`src/rtl/sertx_pkg.sv`:
```
package sertx_pkg;

    localparam int BYTE_W  = 8;
    localparam int MIN_W   = 5;

    typedef enum logic [2:0] {
        ST_IDLE,
        ST_START,
        ST_DATA,
        ST_PARITY,
        ST_STOP
    } tx_state_t;

    typedef struct packed {
        logic [1:0] wsel;      // width = MIN_W + wsel
        logic       stop_long;
        logic       par_en;
        logic       par_even;
        logic       par_stick;
    } fmt_t;

endpackage

```
`src/rtl/sertx_hold.sv`:
```
module sertx_hold
    import sertx_pkg::*;
(
    input  logic              clk,
    input  logic              rst_n,
    input  logic              wr_en,
    input  logic [BYTE_W-1:0] wr_data,
    input  logic              take,
    output logic              full,
    output logic [BYTE_W-1:0] data
);

    always_ff @(posedge clk or negedge rst_n) begin
        if (!rst_n) begin
            full <= 1'b0;
            data <= '0;
        end else if (wr_en) begin
            full <= 1'b1;
            data <= wr_data;
        end else if (take) begin
            full <= 1'b0;
        end
    end

    // a write always leaves the register full
    a_r2_write_fills: assert property (@(posedge clk) disable iff (!rst_n)
        wr_en |=> full);

endmodule

```
`src/rtl/sertx_fmt.sv`:
```
module sertx_fmt
    import sertx_pkg::*;
(
    input  logic [5:0]        lc,
    input  logic [BYTE_W-1:0] data,
    output fmt_t              fmt,
    output logic              par_bit
);

    logic [BYTE_W-1:0] keep;
    logic              fold;

    always_comb begin
        fmt.wsel      = lc[1:0];
        fmt.stop_long = lc[2];
        fmt.par_en    = lc[3];
        fmt.par_even  = lc[4];
        fmt.par_stick = lc[5];
    end

    // Mask the bits beyond the selected width before folding.
    generate
        for (genvar i = 0; i < BYTE_W; i++) begin : g_mask
            if (i < MIN_W) begin : g_always
                assign keep[i] = data[i];
            end else begin : g_sel
                assign keep[i] = data[i] & (int'(lc[1:0]) >= (i - MIN_W + 1));
            end
        end
    endgenerate

    assign fold = ^keep;

    always_comb begin
        if (fmt.par_stick)
            par_bit = ~fmt.par_even;
        else if (fmt.par_even)
            par_bit = fold;
        else
            par_bit = ~fold;
    end

endmodule

```
`src/rtl/sertx_engine.sv`:
```
module sertx_engine
    import sertx_pkg::*;
#(
    parameter int OVS = 16
) (
    input  logic              clk,
    input  logic              rst_n,
    input  logic              tick,
    input  logic              hold_full,
    input  logic [BYTE_W-1:0] hold_data,
    input  fmt_t              fmt_in,
    input  logic              par_in,
    output logic              take,
    output logic              ser_bit,
    output logic              busy
);

    localparam int CNT_W   = $clog2(2 * OVS);
    localparam int LIM_W   = CNT_W + 1;
    localparam int HALF    = OVS / 2;
    localparam int IDX_W   = $clog2(BYTE_W);

    tx_state_t         state_q, state_d;
    logic [CNT_W-1:0]  cnt_q;
    logic [IDX_W-1:0]  idx_q;
    logic [BYTE_W-1:0] sh_q;
    fmt_t              fmt_q;
    logic              par_q;
    logic [LIM_W-1:0]  stop_lim;
    logic [IDX_W-1:0]  last_idx;
    logic              bit_end, stop_end, phase_end;

    always_comb begin
        if (!fmt_q.stop_long)
            stop_lim = LIM_W'(OVS);
        else if (fmt_q.wsel == 2'd0)
            stop_lim = LIM_W'(OVS + HALF);
        else
            stop_lim = LIM_W'(2 * OVS);
    end

    assign last_idx  = IDX_W'(MIN_W - 1) + IDX_W'(fmt_q.wsel);
    assign bit_end   = tick && (cnt_q == CNT_W'(OVS - 1));
    assign stop_end  = tick && ({1'b0, cnt_q} == stop_lim - 1'b1);
    assign phase_end = (state_q == ST_STOP) ? stop_end : bit_end;
    assign take      = (state_q == ST_IDLE) && hold_full;
    assign busy      = (state_q != ST_IDLE);

    // Next-state logic
    always_comb begin
        state_d = state_q;
        unique case (state_q)
            ST_IDLE:   if (hold_full) state_d = ST_START;
            ST_START:  if (bit_end)   state_d = ST_DATA;
            ST_DATA:   if (bit_end && idx_q == last_idx)
                           state_d = fmt_q.par_en ? ST_PARITY : ST_STOP;
            ST_PARITY: if (bit_end)   state_d = ST_STOP;
            ST_STOP:   if (stop_end)  state_d = ST_IDLE;
            default:   state_d = ST_IDLE;
        endcase
    end

    // State register
    always_ff @(posedge clk or negedge rst_n) begin
        if (!rst_n) state_q <= ST_IDLE;
        else        state_q <= state_d;
    end

    // Datapath: counters, shifter and captured format
    always_ff @(posedge clk or negedge rst_n) begin
        if (!rst_n) begin
            cnt_q <= '0;
            idx_q <= '0;
            sh_q  <= '0;
            fmt_q <= '0;
            par_q <= 1'b0;
        end else if (take) begin
            cnt_q <= '0;
            idx_q <= '0;
            sh_q  <= hold_data;
            fmt_q <= fmt_in;
            par_q <= par_in;
        end else if (busy && tick) begin
            cnt_q <= phase_end ? '0 : cnt_q + 1'b1;
            if (state_q == ST_DATA && bit_end) begin
                sh_q  <= sh_q >> 1;
                idx_q <= idx_q + 1'b1;
            end
        end
    end

    // Output process
    always_comb begin
        unique case (state_q)
            ST_IDLE:   ser_bit = 1'b1;
            ST_START:  ser_bit = 1'b0;
            ST_DATA:   ser_bit = sh_q[0];
            ST_PARITY: ser_bit = par_q;
            ST_STOP:   ser_bit = 1'b1;
            default:   ser_bit = 1'b1;
        endcase
    end

    // a load always begins with the start bit
    a_r2_load_starts: assert property (@(posedge clk) disable iff (!rst_n)
        take |=> (state_q == ST_START));

    // captured format does not move while a character is in flight
    a_r8_fmt_frozen: assert property (@(posedge clk) disable iff (!rst_n)
        (busy && $past(busy)) |-> $stable(fmt_q));

    // bit index never exceeds the selected width
    a_r3_idx_bound: assert property (@(posedge clk) disable iff (!rst_n)
        (state_q == ST_DATA) |-> (idx_q <= last_idx));

    // tick counter stays inside the current stop length
    a_r5_cnt_bound: assert property (@(posedge clk) disable iff (!rst_n)
        (state_q == ST_STOP) |-> ({1'b0, cnt_q} < stop_lim));

endmodule

```
`src/rtl/sertx_top.sv`:
```
module sertx_top
    import sertx_pkg::*;
#(
    parameter int OVS = 16
) (
    input  logic              clk,
    input  logic              rst_n,
    input  logic              baud_tick,
    input  logic              wr_en,
    input  logic [BYTE_W-1:0] wr_data,
    input  logic [6:0]        line_ctl,
    input  logic              irq_en,
    output logic              txd,
    output logic              hold_empty,
    output logic              tx_empty,
    output logic              irq
);

    logic              hold_full, take, ser_bit, busy, par_bit;
    logic [BYTE_W-1:0] hold_data;
    fmt_t              fmt;

    sertx_hold u_hold (
        .clk     (clk),
        .rst_n   (rst_n),
        .wr_en   (wr_en),
        .wr_data (wr_data),
        .take    (take),
        .full    (hold_full),
        .data    (hold_data)
    );

    sertx_fmt u_fmt (
        .lc      (line_ctl[5:0]),
        .data    (hold_data),
        .fmt     (fmt),
        .par_bit (par_bit)
    );

    sertx_engine #(.OVS(OVS)) u_engine (
        .clk       (clk),
        .rst_n     (rst_n),
        .tick      (baud_tick),
        .hold_full (hold_full),
        .hold_data (hold_data),
        .fmt_in    (fmt),
        .par_in    (par_bit),
        .take      (take),
        .ser_bit   (ser_bit),
        .busy      (busy)
    );

    // Break gates only the pin; the shifter underneath keeps running.
    assign txd        = ser_bit & ~line_ctl[6];
    assign hold_empty = ~hold_full;
    assign tx_empty   = ~hold_full & ~busy;
    assign irq        = irq_en & ~hold_full;

    // break holds the line at space
    a_r6_break_space: assert property (@(posedge clk) disable iff (!rst_n)
        line_ctl[6] |-> !txd);

    // a write removes the interrupt on the next cycle
    a_r7_write_clears_irq: assert property (@(posedge clk) disable iff (!rst_n)
        wr_en |=> !irq);

    // a fully empty transmitter implies an empty holding register
    a_r2_empty_order: assert property (@(posedge clk) disable iff (!rst_n)
        tx_empty |-> hold_empty);

endmodule

```
`config.mk`:
```
export PLATFORM = sky130hd
export DESIGN_NAME = sertx_top
export DESIGN_NICKNAME = d
export VERILOG_FILES = /design/src/rtl/sertx_pkg.sv /design/src/rtl/sertx_hold.sv /design/src/rtl/sertx_fmt.sv /design/src/rtl/sertx_engine.sv /design/src/rtl/sertx_top.sv
export SDC_FILE = /design/constraint.sdc
export NUM_CORES = 1
export LEC_CHECK = 0
export ABC_AREA = 1
export BUFFER_PORTS_ARGS = -buffer_cell sky130_fd_sc_hd__buf_2
export CAP_MARGIN = 40
export CORE_MARGIN = 2
export CORE_UTILIZATION = 35
export DETAILED_ROUTE_END_ITERATION = 12
export PLACE_DENSITY = 0.57
export SYNTH_ARGS = -nofsm -noshare
export SYNTH_HDL_FRONTEND = slang
export SYNTH_SLANG_ARGS = --single-unit
```
`constraint.sdc`:
```
create_clock -name clk -period 1.9 [get_ports clk]
set_input_delay 0.19 -clock clk [delete_from_list [all_inputs] [get_ports clk]]
set_output_delay 0.19 -clock clk [all_outputs]
set_load 0.03 [all_outputs]
```
* After elaboration in Yosys (flattened, before gate mapping)
Index checks and enable logic that the tools add are counted.
W data, S select, Z words.
** Operators by class
- Add/subtract/negate cells :: 4
- Magnitude comparators :: 3
- Equal/unequal tests :: 12
- Mux-type cells :: 24
- Bitwise operators :: 11
- Reduce and logical (&&, ||, !) cells :: 15
** Operators with widths (count)
- $mux W3 :: 9
- $mux W8 :: 3
- $mux W5 :: 3
- $pmux W3 S5 :: 1
- $mux W6 :: 2
- $ne A2 B1 Y1 const B :: 4
- $reduce_xor A8 Y1 :: 1
- $and A1 B1 Y1 :: 6
- $eq A3 B2 Y1 const B :: 2
- $eq A5 B6 Y1 :: 1
- $logic_and A1 B1 Y1 :: 6
- $reduce_bool A2 Y1 :: 3
- $sub A6 B1 Y6 const B :: 1
- $add A5 B1 Y5 const B :: 1
- $eq A5 B4 Y1 const B :: 1
- $mux W1 :: 5
- $not A1 Y1 :: 5
- $reduce_and A5 Y1 :: 1
- $ge A2 B2 Y1 const B :: 2
- $add A3 B1 Y3 const B :: 1
- $add A3 B2 Y3 const A :: 1
- $eq A3 B1 Y1 const B :: 1
- $eq A3 B3 Y1 :: 1
- $eq A3 B3 Y1 const B :: 1
- other kinds (7) :: 7
** Word-level totals
- Register bits :: 33
- Input port bits :: 20
- Output and inout bits :: 4
- Word-level logic and storage cells :: 79

* Logic depth before layout (Yosys ltp)
Gate-level depths: netlist of the first run.
- Depth after elaboration :: 10
- Gate-level depth with buffers :: 11
- Gate-level depth less buffers :: 11

* Hierarchy
A second synthesis of the first run with hierarchy kept.
** Unflattened totals
- Cells, all modules :: 252
- Area, all modules :: 1859.3 µm²
** By module, submodules not included
- sertx_engine :: instances 1, cells an instance 164, area each 1273.7 µm²
- sertx_hold :: instances 1, cells an instance 38, area each 341.6 µm²
- sertx_fmt :: instances 1, cells an instance 44, area each 221.5 µm²
- sertx_top :: instances 1, cells an instance 6, area each 22.5 µm²

* Worst setup path before layout of the first run
Ideal clock, no wire load.
- Path type :: flip-flop to flip-flop
- Start :: register u_engine.cnt_q[0]
- End :: register u_engine.sh_q[6]
- Library setup time :: 0.129 ns
- Data arrival time :: 1.494 ns
- Data required time :: 1.771 ns
- Setup slack :: 0.277 ns
- Cell stages (with the launch flop) :: 11
- Buffers on the path :: 0
- Clock period less this slack :: 1.623 ns
- Cells stage by stage :: dfrtp_1 ha_1 nand2_1 nor2_1 ha_1 nand2_1 inv_1 a21oi_4 inv_4 nor2_1 a211oi_2
** Between the ends
- Word-level cells in the longest chain between the ends :: 5
** RTL lines
- from (decl) :: line sertx_engine.sv:24 : logic [CNT_W-1:0] cnt_q;
- from (signal assigned) :: line sertx_engine.sv:84 : cnt_q <= phase_end ? '0 : cnt_q + 1'b1;
- $eq A5 B4 Y1 :: line sertx_engine.sv:43 : assign bit_end = tick && (cnt_q == CNT_W'(OVS - 1));
- $logic_and A1 B1 Y1 :: line sertx_engine.sv:43
- $logic_and A1 B1 Y1 :: line sertx_engine.sv:85 : if (state_q == ST_DATA && bit_end) begin
- $reduce_bool A2 Y1 (no source line)
- $reduce_and A2 Y1 (no source line)
- to (signal assigned) :: line sertx_engine.sv:80 : sh_q <= hold_data;
- to (signal assigned) :: line sertx_engine.sv:86 : sh_q <= sh_q >> 1;
- to (decl) :: line sertx_engine.sv:26 : logic [BYTE_W-1:0] sh_q;
No other way between the ends.
A chain may end at the register's enable or synchronous reset.

* Worst setup path in the final report of the first run
- Start :: register u_engine.state_q[2]
- End :: output port txd
** Between the ends
- Word-level cells in the longest chain between the ends :: 3
** RTL lines
- from (decl) :: line sertx_engine.sv:23 : tx_state_t state_q, state_d;
- from (signal assigned) :: line sertx_engine.sv:66 : else state_q <= state_d;
- $eq A3 B2 Y1 or $eq A3 B1 Y1 (tied branches) :: line sertx_engine.sv:94 : unique case (state_q)
- $pmux W1 S3 * :: line sertx_engine.sv:94
- $and A1 B1 Y1 * :: line sertx_top.sv:54 : assign txd = ser_bit & ~line_ctl[6];
- to (decl) :: line sertx_top.sv:13 : output logic txd,
Mark *: on every way between the ends. The rest lies on a longest branch, timed or not.

==> summary.md, run 1 <==
| Metric | Value |
|---|---|
| Largest net degree at the start of global routing | `34` |
| XOR/XNOR Fraction of Synth Area | `0.04446` |
| Initial antenna violation count | `0` |
| Seq/Total Area, Yosys | `0.4658` |
| Setup Skew | `0.004121 ns` |
| First-pass GRT wire length | `6437 µm` |
| Crit path capture type | `output port` |
| YS warnings | `0` |
| RSZ-0062 raised after global routing | `no` |
| CTS tree | `yes` |
| Class of the worst hold path | `primary input to flip-flop` |
| H-tree depth | `2` |
| Row cnt | `25` |
| GRT Total Usage | `0.1501` |
| Post-synthesis compound-gate area fraction | `0.1157` |
| Overflow after GRT | `0` |
| Metal2 WL | `1694 µm` |
| MaxCap Viol Count | `0` |
| Worst Setup Path Type | `flip-flop to output port` |
| Relative slew slack | `0.5063` |
| Post-synthesis mux area share | `0` |
| Final Hold Violating Endpoints | `0` |
| Adder-Cell Fraction of Synth Area | `0.02117` |
| Post-route ant nets | `0` |
| Chip height | `75.17 µm` |
| Worst setup endpoint | `txd` |
| Detailed Route WL | `3612 µm` |
| Die area | `0.005651 mm²` |
| Yosys cell types | `27` |
| Dpl hpwl | `2705 µm` |
| Max Root-Sink Buffers | `2` |
| Critical path required time | `1.71 ns` |
| Cell at the slowest stage of the critical path | `dfrtp_1` |
| Post-CTS Repair Setup Buffers | `0` |
| Final Wtd Congestion | `0.8034` |
| Vias in the first global route | `1482` |
| Synth Register Bits | `33` |
| Worst-margin pin slew | `0.7406 ns` |
| Starting Density | `0.3681` |
| Port Buffer Count | `23` |
| Drt pass-1 iters | `4` |
| Power, Total | `2875 µW` |
| Routed length per instance | `11.36 µm` |
| Syn Inst Count | `221` |
| Horiz. Die Dim | `75.17 µm` |
| Routed met3 length | `125 µm` |
| Worst skew pair latency | `0.29 ns` |
| R2R Setup Slk | `0.20 ns` |
| WHS | `0.09542 ns` |
| Crit path launch | `u_engine.state_q[2]` |
| Clk sinks | `33` |
| Syn nets | `244` |
| Antenna cells | `0` |
| Pwr dens | `1405 mW/mm²` |
| Hold Crit Start | `wr_data[1]` |
| Initial drt markers | `76` |
| Vias | `1465` |
| # IOs | `24` |
| Max VDD drop | `0.4856 mV` |
| Worst reg2reg startpoint | `u_engine.cnt_q[0]` |
| Max incr delay on CP | `0.38 ns` |
| Fraction of layout cells with a size suffix above 1 | `0.1753` |
| Core Area | `0.004817 mm²` |
| DRC viols | `0` |
| Max Clock Freq | `0.5700 GHz` |
| Area grow syn2layout | `15.38%` |
| Worst reg2reg path endpoint | `u_engine.sh_q[6]` |
| Arr. time, crit path | `1.56 ns` |
| Via density | `4.607` |
| Clock root buffer | `clkbuf_8` |
| Fin nets | `273` |
| Status | `completed` |
| Final min period | `1.755 ns` |
| Mapped Area | `0.001773 mm²` |
| Sum Neg Setup Slack | `0 ns` |
| Synthesized area per cell | `8.022 µm²` |
| Crit Path Max Fanout | `7` |
| Simple-gate share of the synthesized area | `0.2823` |
| Met1 Routed Length | `1745 µm` |
| CP cell instances | `inv_1, nand2_2, nor2_4, nand2_1, a31oi_1, buf_2` |
| Cts bufs inserted | `5` |
| Combinational family with the most area after synthesis | `simple AND/OR/NAND/NOR gates` |
| Final setup vio count | `0` |
| Layout filler cell count | `526` |
| Startpoint types | `flip-flop` |
| Max layer used | `met4` |
| Final Max Tran Viols | `0` |
| Worst-path clk slew | `0.07 ns` |
| Pleak | `0.001033 µW` |
| Worst R2R Path Depth | `10` |
| Final cycle utilization of the critical path | `0.9234` |
[what timing repair did]
item / CTS / global route
endpoints found under the setup margin: 0 / 7
hold buffers: 1 / 0
endpoints found under the hold margin: 33 / 0
gates resized for setup: 0 / 1
[per-layer routing]
layer	track usage	up-vias
met5	0	-
li1	-	764
met4	0.05263	0
met1	0.1880	670
met2	0.2515	26
met3	0.03882	5
[logic make-up after synthesis]
| kind of cell | after synthesis |
|---|---|
| xor+xnor | 9 |
| buf+inv | 28 |
| compound gates | 35 |
| fa+ha+maj | 3 |
| flops | 33 |
| simple gates | 113 |
[critical path, delay by kind of cell (launching register included)]
kind | cells | cell delay [ns]
flip-flops | 1 | 0.38
buffers and inverters | 2 | 0.38
AO/OA/AOI/OAI | 1 | 0.13
AND/OR/NAND/NOR | 3 | 0.39
[final cells by class]
type                    count  area [µm²]  area share
repair buffers             25       132.6     0.06483
clock inverters             2       10.01    0.004893
flip-flops and latches     33       825.8      0.4037
well taps                  67       83.83     0.04098
inverters                  25       98.84     0.04832
multi-input cells         160       822.0      0.4018
clock buffers               6       72.57     0.03547
[synth_stat cells]
master    number  area share
nand3_1       14       0.040
nor3_1         4       0.011
nor2_8         1       0.011
nand4_1        1      0.0035
o22ai_1        2      0.0071
o21ai_0        8       0.023
a211oi_2       1      0.0071
inv_4          2      0.0071
o21ai_1       12       0.034
xor2_1         6       0.030
a22oi_1        1      0.0042
buf_6          2       0.013
ha_1           3       0.021
nor2_4         3       0.019
nand2_4        1      0.0064
nor2_1        15       0.032
dfrtp_1       33        0.47
inv_2          1      0.0021
a21oi_1        8       0.023
clkbuf_1       1      0.0021
nand2_1       72        0.15
a31oi_1        1      0.0035
inv_1         22       0.047
a21oi_4        1      0.0092
xnor2_1        3       0.015
a32o_1         1      0.0056
nand2_2        2      0.0071
[cells in the final DEF, fill, tap and decap left out, types with 2 or more instances in the layout]
master / instances
nand2_1: 72
nor2_4: 3
o21ai_1: 12
ha_1: 3
o22ai_1: 2
clkbuf_8: 5
xnor2_1: 3
xor2_1: 6
nor3_1: 4
inv_2: 2
dfrtp_1: 33
a21oi_1: 8
inv_4: 2
clkinv_2: 2
inv_1: 21
buf_2: 23
nand2_2: 2
nand3_1: 14
nor2_1: 15
o21ai_0: 8
[power breakdown]
group,switching [µW],internal (µW),total [µW]
Combinational,777,440,1220
Sequential,195,941,1140
Clock,267,254,521
[worst min path at each step]
stage | slack (ns) | endpoint | depth (start not counted)
3_5_place_dp | 0.31 | u_engine.cnt_q[3] | 1
4_1_cts | 0.09 | u_hold.data[5] | 3
6_report | 0.1 | u_hold.data[1] | 3
3_3_place_gp | 0.31 | u_engine.cnt_q[3] | 1
5_1_grt | 0.10 | u_engine.fmt_q[2] | 3
2_1_floorplan | -0.11 | u_engine.cnt_q[0] | 0
[flip-flops by register name (all words and copies together), names as in the netlist]
signal	count
u_hold.data	8
u_engine.sh_q	8
u_engine.fmt_q	4
u_engine.par_q	1
u_hold.full	1
u_engine.state_q	3
u_engine.cnt_q	5
u_engine.idx_q	3
[per-stage QoR]
step | instances | cell area, µm² | util | worst slack (ns)
global route | 318 | 2046 | 0.4247 | 0.02467
CTS | 318 | 2046 | 0.4247 | 0.1180
detailed placement | 309 | 1953 | 0.4055 | 0.1311
floorplan | 221 | 1773 | - | 0.2773
global placement | 309 | 1953 | 0.4055 | 0.1895
finish | 318 | 2046 | 0.4247 | 0.1455
Note: power is estimated with default switching activity, not from simulation.
==> run 2: changes to the inputs <==
BUFFER_PORTS_ARGS = -buffer_cell sky130_fd_sc_hd__buf_4   (was -buffer_cell sky130_fd_sc_hd__buf_2)
clock period = 2.1 ns   (was 1.9 ns; I/O delays follow)
==> run 2 against run 1 <==
Final cell count fell by 0.63%. Highest routed layer unchanged. Worst setup slack better by 0.17 ns. Critical path type is now flip-flop to flip-flop. First-iteration DRC count shrank 53%. Combinational power down 8%. Total power fell by 8.7%. Flip-flop and latch count stayed put. Critical endpoint is now u_engine.sh_q[6]. Largest cell class unchanged.
==> summary.md, run 2 (same netlist as run 1, synthesis figures left out) <==
| Metric | Value |
|---|---|
| DRC viols | `0 (unchanged)` |
| Setup Skew | `0.004212 ns (+0.00009182 ns)` |
| Sum Neg Setup Slack | `0 ns (unchanged)` |
| First-pass GRT wire length | `6175 µm (-4.1%)` |
| Fraction of layout cells with a size suffix above 1 | `0.1647 (-0.01064)` |
| Drt pass-1 iters | `4 (unchanged)` |
| Pwr dens | `1250 mW/mm² (-11%)` |
| Area grow syn2layout | `18.42%` |
| Worst-path clk slew | `0.07 ns (about the same)` |
| Startpoint types | `flip-flop` |
| Worst R2R Path Depth | `10 (unchanged)` |
| Largest net degree at the start of global routing | `34 (unchanged)` |
| Layout filler cell count | `522 (-0.76%)` |
| Clk sinks | `33 (unchanged)` |
| Commonest non-fill, non-tap cell in the layout | `nand2_1` |
| Worst Setup Path Type | `flip-flop to flip-flop` |
| H-tree depth | `2 (unchanged)` |
| Cell Count, Final, Fillers Out | `316 (-0.63%)` |
| Post-route ant nets | `0 (unchanged)` |
| Class of the worst hold path | `primary input to flip-flop` |
| Design Area, Final | `0.002100 mm² (+2.6%)` |
| Clock root buffer | `clkbuf_8` |
| Power, Total | `2624 µW (-8.7%)` |
| RSZ-0062 raised after global routing | `no` |
| Worst reg2reg startpoint | `u_engine.cnt_q[0]` |
| CTS tree | `yes` |
| Hold Crit Start | `wr_data[5]` |
| Vias in the first global route | `1423 (-4.0%)` |
| Pleak | `0.001047 µW (+1.4%)` |
| Cell at the slowest stage of the critical path | `dfrtp_1` |
| # IOs | `24 (unchanged)` |
| Arr. time, crit path | `1.95 ns (+0.39 ns)` |
| Antenna cells | `0 (unchanged)` |
| Max VDD drop | `0.4473 mV (-7.9%)` |
| Routed length per instance | `11.24 µm (-1.1%)` |
| Critical path required time | `2.26 ns (+0.55 ns)` |
| MaxCap Viol Count | `0 (unchanged)` |
| Worst-margin pin slew | `0.4141 ns (-0.3265 ns)` |
| Final Wtd Congestion | `0.8014 (-0.25%)` |
| Worst Hold Depth | `3 (unchanged)` |
| Final Hold Violating Endpoints | `0 (unchanged)` |
| CP cell instances | `ha_1, nand2_1, nor2_1, ha_1, nand2_1, inv_1, a21oi_4, inv_4, nor2_1, a211oi_2` |
| Final cycle utilization of the critical path | `0.8518` |
| Vias | `1451 (-0.96%)` |
| Crit path capture type | `flip-flop` |
| Max incr delay on CP | `0.41 ns (+0.03 ns)` |
| Initial drt markers | `36 (-53%)` |
| Endpoint, Worst Hold | `u_hold.data[5]` |
| Worst reg2reg path endpoint | `u_engine.sh_q[6]` |
| Final setup vio count | `0 (unchanged)` |
| R2R Setup Slk | `0.31 ns (+0.11 ns)` |
| Relative slew slack | `0.7239 (+0.2177)` |
| GRT Total Usage | `0.1439 (-0.006207)` |
| Core Area | `0.004817 mm² (unchanged)` |
| Final min period | `1.789 ns` |
| Cell Area, Placed | `0.002003 mm² (+2.6%)` |
| Worst skew pair latency | `0.28 ns (about the same)` |
| Crit Path Max Fanout | `9 (+2)` |
| Fin nets | `272 (-0.37%)` |
| Chip height | `75.17 µm (unchanged)` |
| Cts bufs inserted | `5 (unchanged)` |
| Status | `completed` |
| Starting Density | `0.3681 (unchanged)` |
| Via density | `4.592 (-0.33%)` |
| Max Root-Sink Buffers | `2 (unchanged)` |
| WHS | `0.1193 ns (+0.02385 ns)` |
| Row cnt | `25 (unchanged)` |
| Dpl hpwl | `2682 µm (-0.85%)` |
| Initial antenna violation count | `0 (unchanged)` |
| Overflow after GRT | `0 (unchanged)` |
| Port Buffer Count | `23 (unchanged)` |
| Final Max Tran Viols | `0 (unchanged)` |
| Detailed Route WL | `3551 µm (-1.7%)` |
| Max Clock Freq | `0.5590 GHz` |
| Most frequent cells in the layout | `nand2_1, dfrtp_1, buf_4` |
| Placed Instances | `308 (-0.32%)` |
| Die area | `0.005651 mm² (unchanged)` |
| Crit path launch | `u_engine.cnt_q[0]` |
| Largest regs | `u_engine.sh_q (8), u_hold.data (8), u_engine.cnt_q (5)` |
| Horiz. Die Dim | `75.17 µm (unchanged)` |
==> run 2: cell count changes in the layout (fill, tap and decap cells not counted), sizes merged <==
cell,delta
clkbuf,+1
clkinv,-2
buf,-1
==> run 2: cell type report <==
class,count,area (µm²),share of cell area
sequential,33,825.8,0.3933
multi-input combinational,160,822.0,0.3915
timing repair buffer,24,182.7,0.08701
inverter,25,98.84,0.04708
clock buffer,7,86.33,0.04112
tap,67,83.83,0.03993
==> run 2: timing repair <==
action                                 CTS  global route
hold buffers                             1             0
buffers inserted                         0             0
setup endpoints to repair                0             0
gates resized for setup                  0             0
endpoints found under the hold margin   33             0
==> run 2: where the power goes <==
part	total (µW)	switching [µW]	internal [µW]
Sequential	1020	172	852
Clock	484	224	260
Combinational	1120	708	408
Total	2620	1100	1520
==> run 2: per-layer routing <==
| metal | GRT usage | part of all wire | vias up |
|---|---|---|---|
| li1 | - | - | 761 |
| met1 | 0.1802 | 0.48 | 655 |
| met2 | 0.2437 | 0.46 | 30 |
| met3 | 0.03614 | 0.041 | 5 |
| met4 | 0.04678 | 0.013 | 0 |
| met5 | 0 | 0 | - |
==> run 2: how the worst max path moves through the flow <==
stage	cells after the start	slack, ns	end
2_1_floorplan	10	0.48	u_engine.sh_q[6]
3_3_place_gp	10	0.38	u_engine.sh_q[6]
3_5_place_dp	10	0.33	u_engine.sh_q[6]
4_1_cts	6	0.31	txd
5_1_grt	9	0.08	u_engine.sh_q[0]
6_report	10	0.31	u_engine.sh_q[6]
==> run 2: metrics by stage <==
| step | util | setup WS [ns] |
|---|---|---|
| global route | 0.4358 | 0.07681 |
| CTS | 0.4358 | 0.3063 |
| global placement | 0.4158 | 0.3836 |
| finish | 0.4358 | 0.3112 |
| detailed placement | 0.4158 | 0.3290 |
| floorplan | - | 0.4773 |
==> run 2: worst max-delay path: cells and delay by family, from the launching register on <==
| kind | cells | cell delay (ns) |
|---|---|---|
| compound gates | 2 | 0.26 |
| fa+ha+maj | 2 | 0.40 |
| buf+inv | 2 | 0.23 |
| flops | 1 | 0.41 |
| simple gates | 4 | 0.38 |
